===== src/rtl/cs_pkg.sv =====
// Package: shared register-field positions and register-kind encoding
// for the chip select unit. Assumes the wait field sits at bit 0 of the
// mask word; the remaining mask fields are placed above it by the modules.
package cs_pkg;
    typedef enum logic {
        KIND_BASE = 1'b0,
        KIND_MASK = 1'b1
    } cs_kind_e;

    localparam int BASE_VALID_BIT = 0;
    localparam int BASE_WP_BIT    = 1;
    localparam int BASE_ADDR_LSB  = 2;
endpackage


===== src/rtl/cs_regs.sv =====
// Module: cs_regs
// Holds base and mask registers for every select plus the boot-mode flag.
// Assumes writes arrive as single-cycle cfg_we pulses. The boot flag is
// set only by reset and cleared by a select 0 base write with valid = 1.
module cs_regs
    import cs_pkg::*;
#(
    parameter int NSEL   = 4,
    parameter int HI_W   = 16,
    parameter int WAIT_W = 4,
    parameter int IDX_W  = 2,
    parameter int CFG_W  = 21
) (
    input  logic                          clk,
    input  logic                          rst_n,
    input  logic                          cfg_we,
    input  logic [IDX_W-1:0]              cfg_idx,
    input  logic                          cfg_kind,
    input  logic [CFG_W-1:0]              cfg_wdata,
    output logic [NSEL-1:0][HI_W-1:0]     base_addr,
    output logic [NSEL-1:0][HI_W-1:0]     mask_addr,
    output logic [NSEL-1:0]               valid,
    output logic [NSEL-1:0]               wp,
    output logic [NSEL-1:0]               wide,
    output logic [NSEL-1:0][WAIT_W-1:0]   waits,
    output logic                          boot_mode
);
    localparam int WIDE_BIT  = WAIT_W;
    localparam int MADDR_LSB = WAIT_W + 1;

    // Register file update for all selects.
    always_ff @(posedge clk) begin
        if (!rst_n) begin
            base_addr <= '0;
            mask_addr <= '0;
            valid     <= '0;
            wp        <= '0;
            wide      <= '0;
            waits     <= '0;
        end else if (cfg_we) begin
            for (int i = 0; i < NSEL; i++) begin
                if (cfg_idx == IDX_W'(i)) begin
                    if (cfg_kind == KIND_BASE) begin
                        base_addr[i] <= cfg_wdata[BASE_ADDR_LSB +: HI_W];
                        wp[i]        <= cfg_wdata[BASE_WP_BIT];
                        valid[i]     <= cfg_wdata[BASE_VALID_BIT];
                    end else begin
                        mask_addr[i] <= cfg_wdata[MADDR_LSB +: HI_W];
                        wide[i]      <= cfg_wdata[WIDE_BIT];
                        waits[i]     <= cfg_wdata[0 +: WAIT_W];
                    end
                end
            end
        end
    end

    // Boot-mode flag: reset sets it, a valid select 0 base write clears it.
    always_ff @(posedge clk) begin
        if (!rst_n) begin
            boot_mode <= 1'b1;
        end else if (cfg_we && cfg_idx == '0 && cfg_kind == KIND_BASE
                     && cfg_wdata[BASE_VALID_BIT]) begin
            boot_mode <= 1'b0;
        end
    end
endmodule


===== src/rtl/cs_decode.sv =====
// Module: cs_decode
// Combinational address match for each select and priority pick of the
// lowest-numbered match. In boot mode it forces select 0 with the fixed
// boot width and wait count. Assumes addr_hi and rw are stable while sampled.
module cs_decode #(
    parameter int NSEL       = 4,
    parameter int HI_W       = 16,
    parameter int WAIT_W     = 4,
    parameter int IDX_W      = 2,
    parameter int BOOT_WAITS = 3
) (
    input  logic [HI_W-1:0]               addr_hi,
    input  logic                          rw,
    input  logic                          boot_mode,
    input  logic [NSEL-1:0][HI_W-1:0]     base_addr,
    input  logic [NSEL-1:0][HI_W-1:0]     mask_addr,
    input  logic [NSEL-1:0]               valid,
    input  logic [NSEL-1:0]               wp,
    input  logic [NSEL-1:0]               wide,
    input  logic [NSEL-1:0][WAIT_W-1:0]   waits,
    output logic                          hit,
    output logic [IDX_W-1:0]              idx,
    output logic                          sel_wide,
    output logic [WAIT_W-1:0]             sel_waits
);
    logic [NSEL-1:0] match;

    // Per-select compare of unmasked address bits and write protection.
    for (genvar g = 0; g < NSEL; g++) begin : g_match
        assign match[g] = valid[g]
                        && (((addr_hi ^ base_addr[g]) & ~mask_addr[g]) == '0)
                        && !(wp[g] && !rw);
    end

    // Lowest-numbered match wins; boot mode overrides the whole decode.
    always_comb begin
        hit = 1'b0;
        idx = '0;
        for (int i = NSEL - 1; i >= 0; i--) begin
            if (match[i]) begin
                hit = 1'b1;
                idx = IDX_W'(i);
            end
        end
        if (boot_mode) begin
            hit       = 1'b1;
            idx       = '0;
            sel_wide  = 1'b1;
            sel_waits = WAIT_W'(BOOT_WAITS);
        end else begin
            sel_wide  = wide[idx];
            sel_waits = waits[idx];
        end
    end
endmodule


===== src/rtl/cs_timer.sv =====
// Module: cs_timer
// Access sequencer. It latches the decode result on the first edge that
// sees the strobe low, counts wait states, suppresses its own acknowledge
// after an external one, and releases everything one edge after the
// strobe is negated. Assumes the strobe stays high for at least one edge
// between accesses.
module cs_timer #(
    parameter int NSEL   = 4,
    parameter int WAIT_W = 4,
    parameter int IDX_W  = 2
) (
    input  logic              clk,
    input  logic              rst_n,
    input  logic              as_n,
    input  logic              ext_ack_n,
    input  logic              hit,
    input  logic [IDX_W-1:0]  idx,
    input  logic              sel_wide,
    input  logic [WAIT_W-1:0] sel_waits,
    output logic [NSEL-1:0]   cs_n,
    output logic              ack_n,
    output logic              ack_wide
);
    logic              active_q;
    logic              hit_q;
    logic              wide_q;
    logic              ext_seen_q;
    logic [IDX_W-1:0]  idx_q;
    logic [WAIT_W-1:0] waits_q;
    logic [WAIT_W-1:0] cnt_q;

    // Access state: capture at start, count while active, clear on negation.
    always_ff @(posedge clk) begin
        if (!rst_n) begin
            active_q   <= 1'b0;
            hit_q      <= 1'b0;
            wide_q     <= 1'b0;
            ext_seen_q <= 1'b0;
            idx_q      <= '0;
            waits_q    <= '0;
            cnt_q      <= '0;
        end else if (as_n) begin
            active_q   <= 1'b0;
            hit_q      <= 1'b0;
            ext_seen_q <= 1'b0;
            cnt_q      <= '0;
        end else if (!active_q) begin
            active_q   <= 1'b1;
            hit_q      <= hit;
            idx_q      <= idx;
            wide_q     <= sel_wide;
            waits_q    <= sel_waits;
            cnt_q      <= '0;
            ext_seen_q <= 1'b0;
        end else begin
            if (cnt_q != waits_q) begin
                cnt_q <= cnt_q + 1'b1;
            end
            if (!ext_ack_n) begin
                ext_seen_q <= 1'b1;
            end
        end
    end

    // Select outputs, one per select.
    for (genvar g = 0; g < NSEL; g++) begin : g_cs
        assign cs_n[g] = !(active_q && hit_q && idx_q == IDX_W'(g));
    end

    // Internal acknowledge once the count is reached and no external one was seen.
    assign ack_n    = !(active_q && hit_q && cnt_q == waits_q && !ext_seen_q);
    assign ack_wide = active_q && hit_q && wide_q;
endmodule


===== src/rtl/cs_unit.sv =====
// Module: cs_unit (top)
// Chip select unit: register file, address decoder and access sequencer.
// Assumes addr and rw are held stable while as_n is low, and that register
// writes are not issued in the middle of an access.
module cs_unit #(
    parameter int ADDR_W     = 24,
    parameter int BLK_W      = 8,
    parameter int NSEL       = 4,
    parameter int WAIT_W     = 4,
    parameter int BOOT_WAITS = 3,
    parameter int IDX_W      = $clog2(NSEL),
    parameter int CFG_W      = ADDR_W - BLK_W + WAIT_W + 1
) (
    input  logic              clk,
    input  logic              rst_n,
    input  logic [ADDR_W-1:0] addr,
    input  logic              rw,
    input  logic              as_n,
    input  logic              ext_ack_n,
    input  logic              cfg_we,
    input  logic [IDX_W-1:0]  cfg_idx,
    input  logic              cfg_kind,
    input  logic [CFG_W-1:0]  cfg_wdata,
    output logic [NSEL-1:0]   cs_n,
    output logic              ack_n,
    output logic              ack_wide
);
    localparam int HI_W = ADDR_W - BLK_W;

    logic [NSEL-1:0][HI_W-1:0]   base_addr;
    logic [NSEL-1:0][HI_W-1:0]   mask_addr;
    logic [NSEL-1:0]             valid;
    logic [NSEL-1:0]             wp;
    logic [NSEL-1:0]             wide;
    logic [NSEL-1:0][WAIT_W-1:0] waits;
    logic                        boot_mode;
    logic                        hit;
    logic [IDX_W-1:0]            idx;
    logic                        sel_wide;
    logic [WAIT_W-1:0]           sel_waits;

    cs_regs #(
        .NSEL(NSEL), .HI_W(HI_W), .WAIT_W(WAIT_W), .IDX_W(IDX_W), .CFG_W(CFG_W)
    ) u_regs (
        .clk(clk), .rst_n(rst_n), .cfg_we(cfg_we), .cfg_idx(cfg_idx),
        .cfg_kind(cfg_kind), .cfg_wdata(cfg_wdata),
        .base_addr(base_addr), .mask_addr(mask_addr), .valid(valid),
        .wp(wp), .wide(wide), .waits(waits), .boot_mode(boot_mode)
    );

    cs_decode #(
        .NSEL(NSEL), .HI_W(HI_W), .WAIT_W(WAIT_W), .IDX_W(IDX_W),
        .BOOT_WAITS(BOOT_WAITS)
    ) u_decode (
        .addr_hi(addr[ADDR_W-1:BLK_W]), .rw(rw), .boot_mode(boot_mode),
        .base_addr(base_addr), .mask_addr(mask_addr), .valid(valid),
        .wp(wp), .wide(wide), .waits(waits),
        .hit(hit), .idx(idx), .sel_wide(sel_wide), .sel_waits(sel_waits)
    );

    cs_timer #(
        .NSEL(NSEL), .WAIT_W(WAIT_W), .IDX_W(IDX_W)
    ) u_timer (
        .clk(clk), .rst_n(rst_n), .as_n(as_n), .ext_ack_n(ext_ack_n),
        .hit(hit), .idx(idx), .sel_wide(sel_wide), .sel_waits(sel_waits),
        .cs_n(cs_n), .ack_n(ack_n), .ack_wide(ack_wide)
    );
endmodule


===== config.mk =====
export PLATFORM = sky130hd
export DESIGN_NAME = cs_unit
export DESIGN_NICKNAME = d
export VERILOG_FILES = /design/src/rtl/cs_pkg.sv /design/src/rtl/cs_regs.sv /design/src/rtl/cs_decode.sv /design/src/rtl/cs_timer.sv /design/src/rtl/cs_unit.sv
export SDC_FILE = /design/constraint.sdc
export NUM_CORES = 1
export LEC_CHECK = 0
export BUFFER_PORTS_ARGS = -buffer_cell sky130_fd_sc_hd__buf_4
export CAP_MARGIN = 10
export CORE_MARGIN = 3
export CORE_UTILIZATION = 65
export DETAILED_ROUTE_END_ITERATION = 8
export GPL_TIMING_DRIVEN = 1
export PLACE_DENSITY = 0.95
export SLEW_MARGIN = 10
export SYNTH_ARGS = -nofsm -noshare
export SYNTH_HDL_FRONTEND = slang
export SYNTH_SLANG_ARGS = --single-unit

===== constraint.sdc =====
create_clock -name clk -period 4.08 [get_ports clk]
set_input_delay 0.816 -clock clk [delete_from_list [all_inputs] [get_ports clk]]
set_output_delay 0.816 -clock clk [all_outputs]
set_load 0.01 [all_outputs]

==> flow_summary.ini <==
[critical_path]
critPathTopFamily = simple AND/OR/NAND/NOR gates
critical_path_buf_inv_count = 1
start_kind = input pin
cp_max_fo = 8
cp.required_ns = 4.41
crit_arrival_ns = 2.91
slowest_stage = nor4_2
end_kind = flop
path_cells = buf_4 -> xnor2_1 -> o22ai_1 -> nor4_2 -> nand3_2 -> and2_4 -> mux2_4 -> o21a_1
max_stage_delay_ns = 0.64
ff2ff_setup_slack_ns = 1.70
path_class = in -> reg

[cells_and_area]
syn_to_final_growth_pct = 9.30
fillers = 787
antenna_cells = 0
finish.net_count = 1027
drive_above_1_share_pct = 11.7

[route]
routed_wirelength_um = 22200
vias = 7021
drtPass1Iterations = 8
drc = 0
viasPerCell = 6.22
drt_iter0_markers = 796
wl_per_cell_um = 19.7
drtAntennaViolNets = 0

[sta]
worst-slew-pin-transition_ns = 1.13
finalHoldViolCount = 0
maxSlewHeadroom_pct = 24.6
finalSetupViolCount = 0
fin_crit_sh_pct = 63.2
setup_tns_ns = 0
hold_slack_ns = 0.450
skew_ns = 0.00429
fmax_mhz = 388
slew_violations = 0
fin_crit_ns = 2.58
rsz0062_at_grt = no

[die]
initial_utilization_pct = 68.2
ios = 60
fp.dieW_um = 117
die_h_um = 117
core_um2 = 11700
dieArea_um2 = 13700
rows = 39

[synth]
yosys_warnings = 0
seq_area_frac_synth_pct = 42.9
synth.avg_cell_area_um2 = 8.20
synthTopCellsByCount = 327 x nand2_1, 171 x dfxtp_1, 158 x a21boi_0
yosysTopAreaCell = dfxtp_1
ys_types = 44
yosysMostFrequentCell = nand2_1
syn_inst = 974
synthArstFlopShare_pct = 0
synth_area_leaders = dfxtp_1 43%, nand2_1 15%, a21boi_0 15%, xnor2_1 6.4%, xnor2_2 2.2%
syn-num-nets = 1029
synth-edff-count = 0
ys_ff_latch = 171
yosysTopAreaCellShare_pct = 42.9
ys.flop_type = dfxtp_1
syn_area_um2 = 7990

[flow_run]
drv_cap = 0

[placement]
post-dp-hpwl_um = 14000
port_buffers = 51
routabilityCongestion = 0.941

[global_routing]
grt_pass1_vias = 6831
grt.total_usage_pct = 33.3
antenna_found_initial = 0
grt_max_degree = 89
grt_pass1_wl_um = 34300
grt.overflow.total = 0

[clocking]
clk_pin_slew_ns = 0.06
numCtsBuffers = 17
cts_hold_buf = 0
cts_max_path_buffers = 2
worstSkewPairLatency_ns = 0.43
post_cts_resized = 0
clock_sinks = 171
cts_root_buf = clkbuf_16
cts_setup_buffers = 0
cts_tree = done
htreeDepth = 4

[status]
status = complete, no violations

[worst_hold_path]
min_path_type = reg -> reg

[pwr]
p_per_area_nw_per_um2 = 413
vdd_ir_drop_max_mv = 0.330
p_leak_nw = 2.91
layer usage:
metal | track usage [%] | wire, um
met1 | 40.3 | 8310
met2 | 52.7 | 10200
met3 | 9.56 | 2450
met4 | 19.7 | 1270
met5 | 0 | 0
metrics by stage:
step	util (%)	instance area [um^2]	cells	total power, mW	setup slack [ns]
floorplan	-	7990	974	1.99	1.56
global placement	69.7	8160	1096	2.07	1.24
detailed placement	69.7	8160	1096	2.08	1.24
CTS	74.6	8730	1128	3.59	1.51
global route	74.6	8730	1128	3.69	1.37
finish	74.6	8730	1128	3.61	1.50
worst register-to-register path: cells and delay by family, from the launching register on:
family          cells  cell delay, ns
simple gates        3            1.19
flops               1            0.32
mux                 1            0.30
compound gates      2            0.29
xor+xnor            1            0.19
kinds of logic (layout without fill, tap and decap cells):
| group | Yosys count | after routing | synth area share [%] |
|---|---|---|---|
| AO/OA/AOI/OAI | 207 | 207 | 18.8 |
| adder cells (fa/ha/maj) | 1 | 1 | 0.157 |
| buffers and inverters | 89 | 100 | 6.23 |
| AND/OR/NAND/NOR | 428 | 428 | 22.1 |
| XOR/XNOR | 71 | 71 | 8.82 |
| multiplexers | 7 | 7 | 0.955 |
| flip-flops | 171 | 171 | 42.9 |
power breakdown:
group / switching (mW) / leakage, nW / internal [mW]
logic: 0.198 / 1.24 / 0.128
clock network: 0.645 / 0.281 / 0.906
registers: 0.0251 / 1.38 / 1.71
total: 0.868 / 2.91 / 2.74
path summary, 6_finish.rpt:
check                                         start                  to  cells after the start
worst max-delay path                       addr[17]  u_timer.waits_q[1]                      8
worst min-delay path             u_timer.ext_seen_q  u_timer.ext_seen_q                      2
worst max register to register  u_regs.base_addr[9]  u_timer.waits_q[1]                      7
worst min register to register   u_timer.ext_seen_q  u_timer.ext_seen_q                      2
sequential cells by signal, summed over array words and instances (netlist names), 2 cells and up:
| name | flops |
|---|---|
| u_regs.waits | 16 |
| u_regs.valid | 4 |
| u_regs.base_addr | 64 |
| u_timer.cnt_q | 4 |
| u_regs.mask_addr | 64 |
| u_regs.wp | 4 |
| u_regs.wide | 4 |
| u_timer.waits_q | 4 |
| u_timer.idx_q | 2 |
final cells by class:
cell class / instances / area (um^2) / area share, %
multi-input combinational: 714 / 4070 / 46.6
inverter: 7 / 26.3 / 0.301
clock inverter: 5 / 30.0 / 0.344
clock buffer: 27 / 543 / 6.22
sequential: 171 / 3420 / 39.2
timing repair buffer: 61 / 458 / 5.24
tap: 143 / 179 / 2.05
layout by cell type, fill, tap and decap left out, types with 2 or more instances in the layout:
cell,Yosys,final
inv_1,7,7
clkinvlp_4,0,2
nor4_1,7,7
clkbuf_16,0,17
clkinv_2,0,3
clkbuf_1,47,2
a32o_1,2,2
xor2_1,2,2
nor3_2,1,2
clkbuf_8,0,8
nand3_1,5,5
nor4_2,4,4
o21ai_0,8,8
a21boi_0,158,158
o22ai_1,22,22
a21oi_1,5,5
nor2b_1,6,6
and3_1,3,3
a31oi_1,2,2
nand2_1,327,327
dfxtp_1,171,171
nand4_1,7,7
xnor2_2,11,11
mux2i_1,5,5
nor2_1,44,44
a211oi_1,4,4
nor3_1,11,10
and2_1,2,2
nand2b_1,4,4
xnor2_1,58,58
o221ai_1,2,2
buf_4,18,61
or3_1,2,2
(Power assumes the default switching activity.)
